## src/rtl/wbq_pkg.sv

```systemverilog
// Package: shared kinds for the write-back scheduler.
// Assumes the issue kind is carried on two bits.
package wbq_pkg;
    typedef enum logic [1:0] {
        KIND_NOP  = 2'd0,
        KIND_CALC = 2'd1,
        KIND_VOUT = 2'd2,
        KIND_RSVD = 2'd3
    } iss_kind_t;
endpackage

```

## src/rtl/wbq_slot_index.sv

```systemverilog
// Module: wbq_slot_index
// Computes the slot a new result is stored in: (head + lat) mod DEPTH,
// which equals the advanced pointer plus lat-1. Assumes 1 <= lat <= DEPTH
// and head < DEPTH. A power-of-two depth uses a mask, any other depth a
// single compare-and-subtract.
module wbq_slot_index #(
    parameter int DEPTH = 7,
    parameter int HW    = (DEPTH > 1) ? $clog2(DEPTH) : 1,
    parameter int LW    = $clog2(DEPTH + 1)
) (
    input  logic [HW-1:0] head,
    input  logic [LW-1:0] lat,
    output logic [HW-1:0] idx
);
    localparam int SW = $clog2(2 * DEPTH) + 1;

    logic [SW-1:0] sum;

    // Purpose: raw sum of pointer and latency.
    always_comb sum = SW'(head) + SW'(lat);

    generate
        if ((DEPTH & (DEPTH - 1)) == 0) begin : g_pow2
            // Purpose: wrap by dropping the upper bits.
            always_comb idx = sum[HW-1:0];
        end else begin : g_gen
            // Purpose: wrap by one conditional subtraction.
            always_comb idx = (sum >= SW'(DEPTH)) ? HW'(sum - SW'(DEPTH)) : HW'(sum);
        end
    endgenerate
endmodule

```

## src/rtl/wbq_slot_store.sv

```systemverilog
// Module: wbq_slot_store
// Ring of DEPTH result slots with a read pointer. On adv the slot under
// the pointer is cleared and the pointer moves on; a store (ins_en) to a
// slot wins over its clearing. Assumes ins_en is only raised with adv.
module wbq_slot_store #(
    parameter int DEPTH = 7,
    parameter int XW    = 32,
    parameter int HW    = (DEPTH > 1) ? $clog2(DEPTH) : 1
) (
    input  logic          clk,
    input  logic          rst_n,
    input  logic          adv,
    input  logic          ins_en,
    input  logic [HW-1:0] ins_idx,
    input  logic [XW-1:0] ins_data,
    output logic [HW-1:0] head,
    output logic [XW-1:0] head_data,
    output logic          target_busy
);
    logic [XW-1:0] dat_w [DEPTH];
    logic          vld_w [DEPTH];

    genvar g;
    generate
        for (g = 0; g < DEPTH; g++) begin : g_slot
            logic [XW-1:0] d_q;
            logic          v_q;

            // Purpose: hold one slot; store has priority over clearing.
            always_ff @(posedge clk) begin
                if (!rst_n) begin
                    d_q <= '0;
                    v_q <= 1'b0;
                end else if (ins_en && ins_idx == HW'(g)) begin
                    d_q <= ins_data;
                    v_q <= 1'b1;
                end else if (adv && head == HW'(g)) begin
                    d_q <= '0;
                    v_q <= 1'b0;
                end
            end

            assign dat_w[g] = d_q;
            assign vld_w[g] = v_q;
        end
    endgenerate

    // Purpose: move the read pointer on each advancing issue, wrapping.
    always_ff @(posedge clk) begin
        if (!rst_n)
            head <= '0;
        else if (adv)
            head <= (head == HW'(DEPTH - 1)) ? '0 : head + 1'b1;
    end

    // Purpose: present the slot under the pointer.
    always_comb head_data = dat_w[head];

    // Purpose: a target is busy if pending and not the slot cleared now.
    always_comb target_busy = vld_w[ins_idx] && !(adv && ins_idx == head);

    // a drained slot that received no store is empty afterwards.
    p_drain_clears_r4: assert property (@(posedge clk) disable iff (!rst_n)
        (adv && !(ins_en && ins_idx == head)) |=> !vld_w[$past(head)]);

    // without advance or store the pointer stays put.
    p_idle_holds_r7: assert property (@(posedge clk) disable iff (!rst_n)
        (!adv && !ins_en) |=> $stable(head));

    // a store leaves its slot holding the stored value.
    p_store_lands_r3: assert property (@(posedge clk) disable iff (!rst_n)
        ins_en |=> (vld_w[$past(ins_idx)] && dat_w[$past(ins_idx)] == $past(ins_data)));
endmodule

```

## src/rtl/wbq_hit_counter.sv

```systemverilog
// Module: wbq_hit_counter
// Wrapping event counter for stores that overwrite a pending value.
module wbq_hit_counter #(
    parameter int CW = 16
) (
    input  logic          clk,
    input  logic          rst_n,
    input  logic          hit,
    output logic [CW-1:0] count
);
    // Purpose: count overwrite events.
    always_ff @(posedge clk) begin
        if (!rst_n)
            count <= '0;
        else if (hit)
            count <= count + 1'b1;
    end

    // each overwrite steps the count by exactly one.
    p_count_step_r8: assert property (@(posedge clk) disable iff (!rst_n)
        hit |=> count == $past(count) + 1'b1);

    // without an overwrite the count does not move.
    p_count_hold_r8: assert property (@(posedge clk) disable iff (!rst_n)
        !hit |=> $stable(count));
endmodule

```

## src/rtl/wb_sched_queue.sv

```systemverilog
// Module: wb_sched_queue (top)
// Aligns results of units with different latencies to a single
// register-file write port. Each issue drains the slot under the read
// pointer to the issuing instruction's destination, advances the ring,
// and stores a compute result (latency - 1) past the new pointer.
// Assumes compute latencies lie in 1..DEPTH; the bench-level caller
// schedules destinations to match producer latencies.
module wb_sched_queue
    import wbq_pkg::*;
#(
    parameter int DEPTH = 7,
    parameter int XW    = 32,
    parameter int DW    = 7,
    parameter int CW    = 16,
    parameter int LW    = $clog2(DEPTH + 1)
) (
    input  logic          clk,
    input  logic          rst_n,
    input  logic          iss_valid,
    input  logic [1:0]    iss_kind,
    input  logic [LW-1:0] iss_lat,
    input  logic [DW-1:0] iss_dest,
    input  logic [XW-1:0] iss_result,
    output logic          rf_we,
    output logic [DW-1:0] rf_waddr,
    output logic [XW-1:0] rf_wdata,
    output logic          prog_end,
    output logic [CW-1:0] coll_count
);
    localparam int HW = (DEPTH > 1) ? $clog2(DEPTH) : 1;

    iss_kind_t     kind;
    logic          adv;
    logic          ins_en;
    logic [HW-1:0] head;
    logic [HW-1:0] ins_idx;
    logic [XW-1:0] head_data;
    logic          target_busy;
    logic          hit;

    // Purpose: decode the issue kind into ring actions.
    always_comb begin
        kind     = iss_kind_t'(iss_kind);
        adv      = iss_valid && (kind != KIND_VOUT);
        ins_en   = iss_valid && (kind == KIND_CALC);
        prog_end = iss_valid && (kind == KIND_VOUT);
        hit      = ins_en && target_busy;
    end

    // Purpose: drive the register-file write port from the head slot.
    always_comb begin
        rf_we    = adv && (iss_dest != '0);
        rf_waddr = iss_dest;
        rf_wdata = head_data;
    end

    wbq_slot_index #(.DEPTH(DEPTH), .HW(HW), .LW(LW)) u_index (
        .head (head),
        .lat  (iss_lat),
        .idx  (ins_idx)
    );

    wbq_slot_store #(.DEPTH(DEPTH), .XW(XW), .HW(HW)) u_store (
        .clk         (clk),
        .rst_n       (rst_n),
        .adv         (adv),
        .ins_en      (ins_en),
        .ins_idx     (ins_idx),
        .ins_data    (iss_result),
        .head        (head),
        .head_data   (head_data),
        .target_busy (target_busy)
    );

    wbq_hit_counter #(.CW(CW)) u_hits (
        .clk   (clk),
        .rst_n (rst_n),
        .hit   (hit),
        .count (coll_count)
    );

    // a vector-output issue never writes the register file.
    p_vout_no_write_r6: assert property (@(posedge clk) disable iff (!rst_n)
        prog_end |-> !rf_we);

    // a vector-output issue leaves the read pointer where it was.
    p_vout_holds_r6: assert property (@(posedge clk) disable iff (!rst_n)
        prog_end |=> $stable(head));

    // compute latencies stay inside the ring.
    p_lat_range_r3: assert property (@(posedge clk) disable iff (!rst_n)
        ins_en |-> (iss_lat >= LW'(1) && iss_lat <= LW'(DEPTH)));

    // a write never targets register 0.
    p_no_reg0_r2: assert property (@(posedge clk) disable iff (!rst_n)
        rf_we |-> rf_waddr != '0);
endmodule

```

## config.mk

```make
export PLATFORM = sky130hd
export DESIGN_NAME = wb_sched_queue
export DESIGN_NICKNAME = d
export VERILOG_FILES = /design/src/rtl/wbq_pkg.sv /design/src/rtl/wbq_slot_index.sv /design/src/rtl/wbq_slot_store.sv /design/src/rtl/wbq_hit_counter.sv /design/src/rtl/wb_sched_queue.sv
export SDC_FILE = /design/constraint.sdc
export NUM_CORES = 1
export LEC_CHECK = 0
export ABC_CLOCK_PERIOD_IN_PS = 5200
export BUFFER_PORTS_ARGS = -buffer_cell sky130_fd_sc_hd__buf_2
export CORE_ASPECT_RATIO = 2
export CORE_UTILIZATION = 52
export DETAILED_ROUTE_END_ITERATION = 8
export HOLD_SLACK_MARGIN = 0.12
export PLACE_DENSITY_LB_ADDON = 0.3
export SYNTH_ARGS = -nofsm -noshare
export SYNTH_HDL_FRONTEND = slang
export SYNTH_HIERARCHICAL = 1
export SYNTH_SLANG_ARGS = --single-unit
```

## constraint.sdc

```tcl
create_clock -name clk -period 5.2 [get_ports clk]
set_input_delay 0.52 -clock clk [delete_from_list [all_inputs] [get_ports clk]]
set_output_delay 0.52 -clock clk [all_outputs]
set_load 0.005 [all_outputs]
```

## After elaboration in Yosys (flattened, before gate mapping)

Cells that the tools add are included.

- Flip-flop bits (word level): 250
- Input port bits: 47

- Add/subtract/negate cells: 4
- Magnitude comparators: 3
- Equal/unequal tests: 16
- Muxes and demuxes: 36
- Bitwise operators: 2
- Reduce and logical (&&, ||, !) cells: 32

Operators with widths:

| operator | number |
|---|---|
| 32-bit two-way mux | 16 |
| 32-bit binary-select mux with 3-bit select | 1 |
| 1-bit logical AND | 21 |
| 3-bit equality test (second input constant) | 6 |
| 16-bit by 1-bit adder with 16-bit output (second input constant) | 1 |
| 1-bit two-way mux | 16 |
| 2-bit nonzero test | 7 |
| 3-bit by 2-bit equality test with 1-bit output (second input constant) | 4 |
| 4-bit >= comparator (second input constant) | 2 |
| 3-bit NOT with 4-bit output | 2 |
| 7-bit nonzero test | 1 |
| 3-bit by 1-bit equality test with 1-bit output (second input constant) | 2 |
| 3-bit logical NOT | 2 |
| 3-bit two-way mux | 2 |
| 3-bit by 3-bit adder with 4-bit output | 1 |
| 4-bit by 3-bit >= comparator with 1-bit output (second input constant) | 1 |
| 3-bit by 1-bit adder with 3-bit output (second input constant) | 1 |
| 1-bit binary-select mux with 3-bit select | 1 |
| 3-bit equality test | 1 |
| 3-bit subtractor (second input constant) | 1 |
| 2-bit by 1-bit equality test with 1-bit output (second input constant) | 1 |
| 2-bit equality test (second input constant) | 1 |
| 2-bit != test (second input constant) | 1 |
| 1-bit logical NOT | 1 |

## Depth between registers and ports, before layout

- Depth after elaboration: 9
- Depth in mapped cells: 17
- Depth with buffers taken out: 16

## By module

Netlist, hierarchy kept.

Modules (own cells, without submodules):

| module | times used | cells each | area each (µm²) | sequential area each (µm²) |
|---|---|---|---|---|
| wbq_slot_store | 1 | 1260 | 10502.6 | 4684.5 |
| wbq_hit_counter | 1 | 83 | 744.5 | 320.3 |
| wbq_slot_index | 1 | 19 | 165.2 | 0.0 |
| wb_sched_queue | 1 | 16 | 107.6 | 0.0 |

## Worst setup path after synthesis

Ideal clock, no wire load.

- Path type: input-to-reg
- From: in iss_lat[0]
- To: reg u_hits.count[13]
- Arrival time: 3910 ps
- Data required time: 5130 ps
- Slack: 1221 ps
- Stages on the path: 16
- Path buffers: 1
- Cells stage by stage: ha_1 inv_1 fa_1 inv_1 ha_1 a221oi_2 mux2_1 buf_4 xnor2_1 nand4_1 and4_1 and2_1 nand4_4 nor4_4 or3b_1 a21oi_1

- Cells in the longest elaborated chain, start to end: 9
- Elaborated cells on any way between the ends: 13
- Those cells by class: 2 x add/sub; 1 x order compare; 1 x eq/ne; 4 x mux; 1 x bitwise; 4 x reduce/logical

RTL lines:

| item | RTL line | source |
|---|---|---|
| start, declared | wb_sched_queue.sv:21 | `input logic [LW-1:0] iss_lat,` |
| 3-bit by 3-bit adder with 4-bit output (*) | wbq_slot_index.sv:20 | `always_comb sum = SW'(head) + SW'(lat);` |
| 4-bit by 3-bit >= comparator with 1-bit output or 3-bit subtractor (tied branches) | wbq_slot_index.sv:28 | `always_comb idx = (sum >= SW'(DEPTH)) ? HW'(sum - SW'(DEPTH)) : HW'(sum);` |
| 3-bit two-way mux (*) | wbq_slot_index.sv:28 |  |
| net ins_idx[1] | wb_sched_queue.sv:36 | `logic [HW-1:0] ins_idx;` |
| 3-bit NOT with 4-bit output (not written as such) | wbq_slot_store.sv:60 | `always_comb target_busy = vld_w[ins_idx] && !(adv && ins_idx == head);` |
| 1-bit binary-select mux with 3-bit select | wbq_slot_store.sv:60 |  |
| 1-bit two-way mux (not written as such) (2 in series) | wbq_slot_store.sv:60 |  |
| 1-bit logical AND (*) | wbq_slot_store.sv:60 |  |
| net target_busy | wb_sched_queue.sv:38 | `logic target_busy;` |
| 1-bit logical AND (*) | wb_sched_queue.sv:47 | `hit = ins_en && target_busy;` |
| net hit | wb_sched_queue.sv:39 | `logic hit;` |
| end signal, assigned | wbq_hit_counter.sv:16 | `count <= count + 1'b1;` |
| end, declared | wbq_hit_counter.sv:9 | `output logic [CW-1:0] count` |

The timed path passes the listed nets; every way through them passes the cells marked *. The select of a mux whose other input is x is not followed.
A chain may end at the register's enable or synchronous reset.

## Worst setup path after layout

- From: reg u_store.head[0]
- To: reg u_hits.count[13]

- Cells in the longest elaborated chain, start to end: 9
- Elaborated cells on any way between the ends: 13
- Those cells by class: 2 x add/sub; 1 x order compare; 1 x eq/ne; 4 x mux; 1 x bitwise; 4 x reduce/logical

RTL lines:

| item | RTL line | source |
|---|---|---|
| start, declared | wbq_slot_store.sv:16 | `output logic [HW-1:0] head,` |
| start signal, assigned | wbq_slot_store.sv:53 | `head <= (head == HW'(DEPTH - 1)) ? '0 : head + 1'b1;` |
| 3-bit by 3-bit adder with 4-bit output (*) | wbq_slot_index.sv:20 |  |
| 4-bit by 3-bit >= comparator with 1-bit output or 3-bit subtractor (tied branches) | wbq_slot_index.sv:28 |  |
| 3-bit two-way mux (*) | wbq_slot_index.sv:28 |  |
| net ins_idx[1] | wb_sched_queue.sv:36 |  |
| 3-bit NOT with 4-bit output (not written as such) | wbq_slot_store.sv:60 |  |
| 1-bit binary-select mux with 3-bit select | wbq_slot_store.sv:60 |  |
| 1-bit two-way mux (not written as such) (2 in series) | wbq_slot_store.sv:60 |  |
| 1-bit logical AND (*) | wbq_slot_store.sv:60 |  |
| net target_busy | wb_sched_queue.sv:38 |  |
| 1-bit logical AND (*) | wb_sched_queue.sv:47 |  |
| net hit | wb_sched_queue.sv:39 |  |

Marked as above.

==> results.cfg <==
[status]
outcome = completed

[setup_path]
worstRegToRegCells = 15
worstSetupPathType = flop to flop
worstPathArrival_ns = 4.76
cp-start-kind = flop
critPathCaptureType = flop
crit_required_ns = 5.67
worstPathMaxFanout = 11

[place]
port_buffers = 103
dp_hpwl_um = 20700
numPlacedInstances = 1652
gp_congestion = 0.798
dpl_cell_area_um2 = 12100
dpl_worst_slack_ns = 0.620

[clocking]
cts_buffer_depth = 3
cts_setup_buffers = 0
clock_latency_ns = 0.53
cts_root_buf = clkbuf_16
cts_tree = done
htreeDepth = 1
clk_pin_slew_ns = 0.07
cts_hold_buf = 0
numClockSinks = 250
cts.repair.resized = 0
numCtsBuffers = 22

[pwr]
pwr-share-clk_pct = 42.4
switchingPower_mw = 1.09
p_int_mw = 3.18
ir_drop_mv = 0.296
p_seq_share_pct = 46.1
p_leak_nw = 4.42
combPwrFrac_pct = 11.5
power.density_nw_per_um2 = 333
swShare_pct = 25.6

[sta]
setup_tns_ns = 0
fin_skew_ns = 0.0204
setup_ws_ns = 0.905
hold_viol_final = 0
finalCritPeriodShare_pct = 82.6
tightest_slew_ns = 1.01
slew_headroom_pct = 32.8
clock.fmax_ghz = 0.233
slew_viol_final = 0
period_needed_ns = 4.29
setup_viol = 0
rsz0062_at_grt = false

[logic_synthesis]
yosysSeqAreaShare_pct = 43.4
ys.flop_type = dfxtp_1
syn_inst = 1378
ys_top_cells_by_area = dfxtp_1, nand2_1, a21oi_1
syn_area_um2 = 11500
synth-edff-count = 0
yosys-top-cells-count = nand2_1, dfxtp_1, a21oi_1
synth_top_area_share_pct = 43.4
synth.avg_cell_area_um2 = 8.36
synthArstFlopShare_pct = 0
synth_nets = 1432
ys_ff_latch = 250
synth.distinct_cells = 57
yosysTopAreaCell = dfxtp_1
ys_warn_count = 6
yosysMostFrequentCell = nand2_1

[route]
drtIter0Drc = 805
drtPass1Iterations = 5
viasPerCell = 6.26
drc_errors = 0
ant_nets = 0
wl_per_cell_um = 20.6
finalWirelength_um = 34900
vias = 10600

[job]
max_cap_viol_count = 0

[global_routing]
grt_pass1_vias = 10300
grt_remaining_overflow = 0
grt_usage_pct = 30.6
grt_max_degree = 133
grt_pass1_wl_um = 53900
antenna_found_initial = 0

[die]
die_y_um = 212
die_width_um = 107
die-area_um2 = 22800
start_util_pct = 53.4
row_count = 76
coreArea_um2 = 21600
ios = 104

[finish]
final_area_um2 = 12900
num-fill-cells = 1859
nets = 1457
final_layout_size_suffix_gt1_share_pct = 16.5
final_cells = 1692
antenna-diode-count = 0
synthToLayoutAreaGrowth_pct = 11.6

[hold_path]
hold_depth = 3
hp-class = input port to flop
## state kept, by name, indices dropped and copies added (netlist names)
signal / count
u_store/g_slot.d_q: 224
u_hits/count: 16
u_store/g_slot.v_q: 7
u_store/head: 3
## area by class of cell
cell class | count | area [µm²] | area share, %
Timing Repair Buffer | 145 | 868 | 6.75
Clock buffer | 34 | 687 | 5.34
Multi-Input combinational cell | 970 | 5770 | 44.9
Sequential cell | 250 | 5010 | 39.0
Tap cell | 273 | 342 | 2.66
Inverter | 14 | 57.6 | 0.448
Clock inverter | 6 | 120 | 0.934
## path summary, 6_finish.rpt
kind	start	to	slack, ns
worst max-delay path	u_store/head[0]$_SDFFE_PN0P_	u_hits/count[13]$_SDFFE_PN0P_	0.91
worst min register to register	u_store/g_slot[6].v_q$_SDFFE_PN0P_	u_store/g_slot[6].v_q$_SDFFE_PN0P_	0.46
worst min-delay path	iss_result[26]	u_store/g_slot[1].d_q[26]$_SDFFE_PN0P_	0.29
worst max register to register	u_store/head[0]$_SDFFE_PN0P_	u_hits/count[13]$_SDFFE_PN0P_	0.91
## per-stage QoR
stage	total power [mW]	hold WS, ns	util [%]
after floorplan	2.34	0.429	-
final	4.28	0.285	59.6
after CTS	4.29	0.273	59.6
after detailed placement	2.50	0.449	55.8
after global routing	4.40	0.288	59.6
after global placement	2.49	0.444	55.8
## cell families (layout without fill, tap and decap cells)
kind of cell	after synthesis	count (layout)	synth area share [%]
AOI/OAI and AO/OA	309	309	15.1
and+or+nand+nor	565	565	22.7
buffers and inverters	158	199	6.81
xor gates and xnor gates	16	16	1.22
muxes	73	73	9.84
DFF	250	250	43.4
adders and majority gates	7	7	0.825
## worst max-delay path: stages (launching register included)
cell and delay [ns]:
dfxtp_2 0.33, ha_1 0.18, inv_1 0.06, fa_1 0.48, inv_1 0.05, ha_1 0.22
a221oi_2 0.36, mux2_1 0.49, buf_4 0.24, o211ai_1 0.19, and4_1 0.21, and2_1 0.35
nand4_4 0.23, nor4_4 0.33, or3b_1 0.37, a21oi_1 0.14
## routing by layer
| layer | global-route usage [%] | routed length [µm] |
|---|---|---|
| met1 | 33.0 | 12400 |
| met2 | 57.5 | 18600 |
| met3 | 2.85 | 2350 |
| met4 | 16.5 | 1500 |
| met5 | 0 | 0 |
## layout by cell type, fill, tap and decap left out, types with 2 or more instances in the layout
cell	instances
a211oi_1	2
and3_2	2
dfxtp_1	248
nand2_1	299
clkbuf_16	23
buf_12	3
nand4_1	3
nand4b_1	5
clkbuf_1	4
mux4_2	32
bufinv_16	3
ha_1	6
o21ai_0	33
nand2b_1	2
a2bb2oi_1	31
mux2i_1	39
nand3_1	196
clkbuf_8	7
nand4bb_1	6
nand3b_1	2
xnor2_1	11
and4b_1	2
a21oi_1	201
inv_1	12
xor2_1	4
nor4bb_4	2
o22ai_1	33
buf_4	39
nor2_1	22
nor3_1	4
buf_2	103
a21o_1	2
nor4_1	4
and2_1	2
## power groups by stage
| stage | combinational, mW | clock [mW] | sequential [mW] |
|---|---|---|---|
| finish | 0.494 | 1.81 | 1.97 |
| global route | 0.521 | 1.90 | 1.97 |
| CTS | 0.486 | 1.83 | 1.97 |
| detailed placement | 0.485 | 0 | 2.01 |
| global placement | 0.477 | 0 | 2.01 |
| floorplan | 0.337 | 0 | 2.01 |
Power figures use the tool's default switching activity.
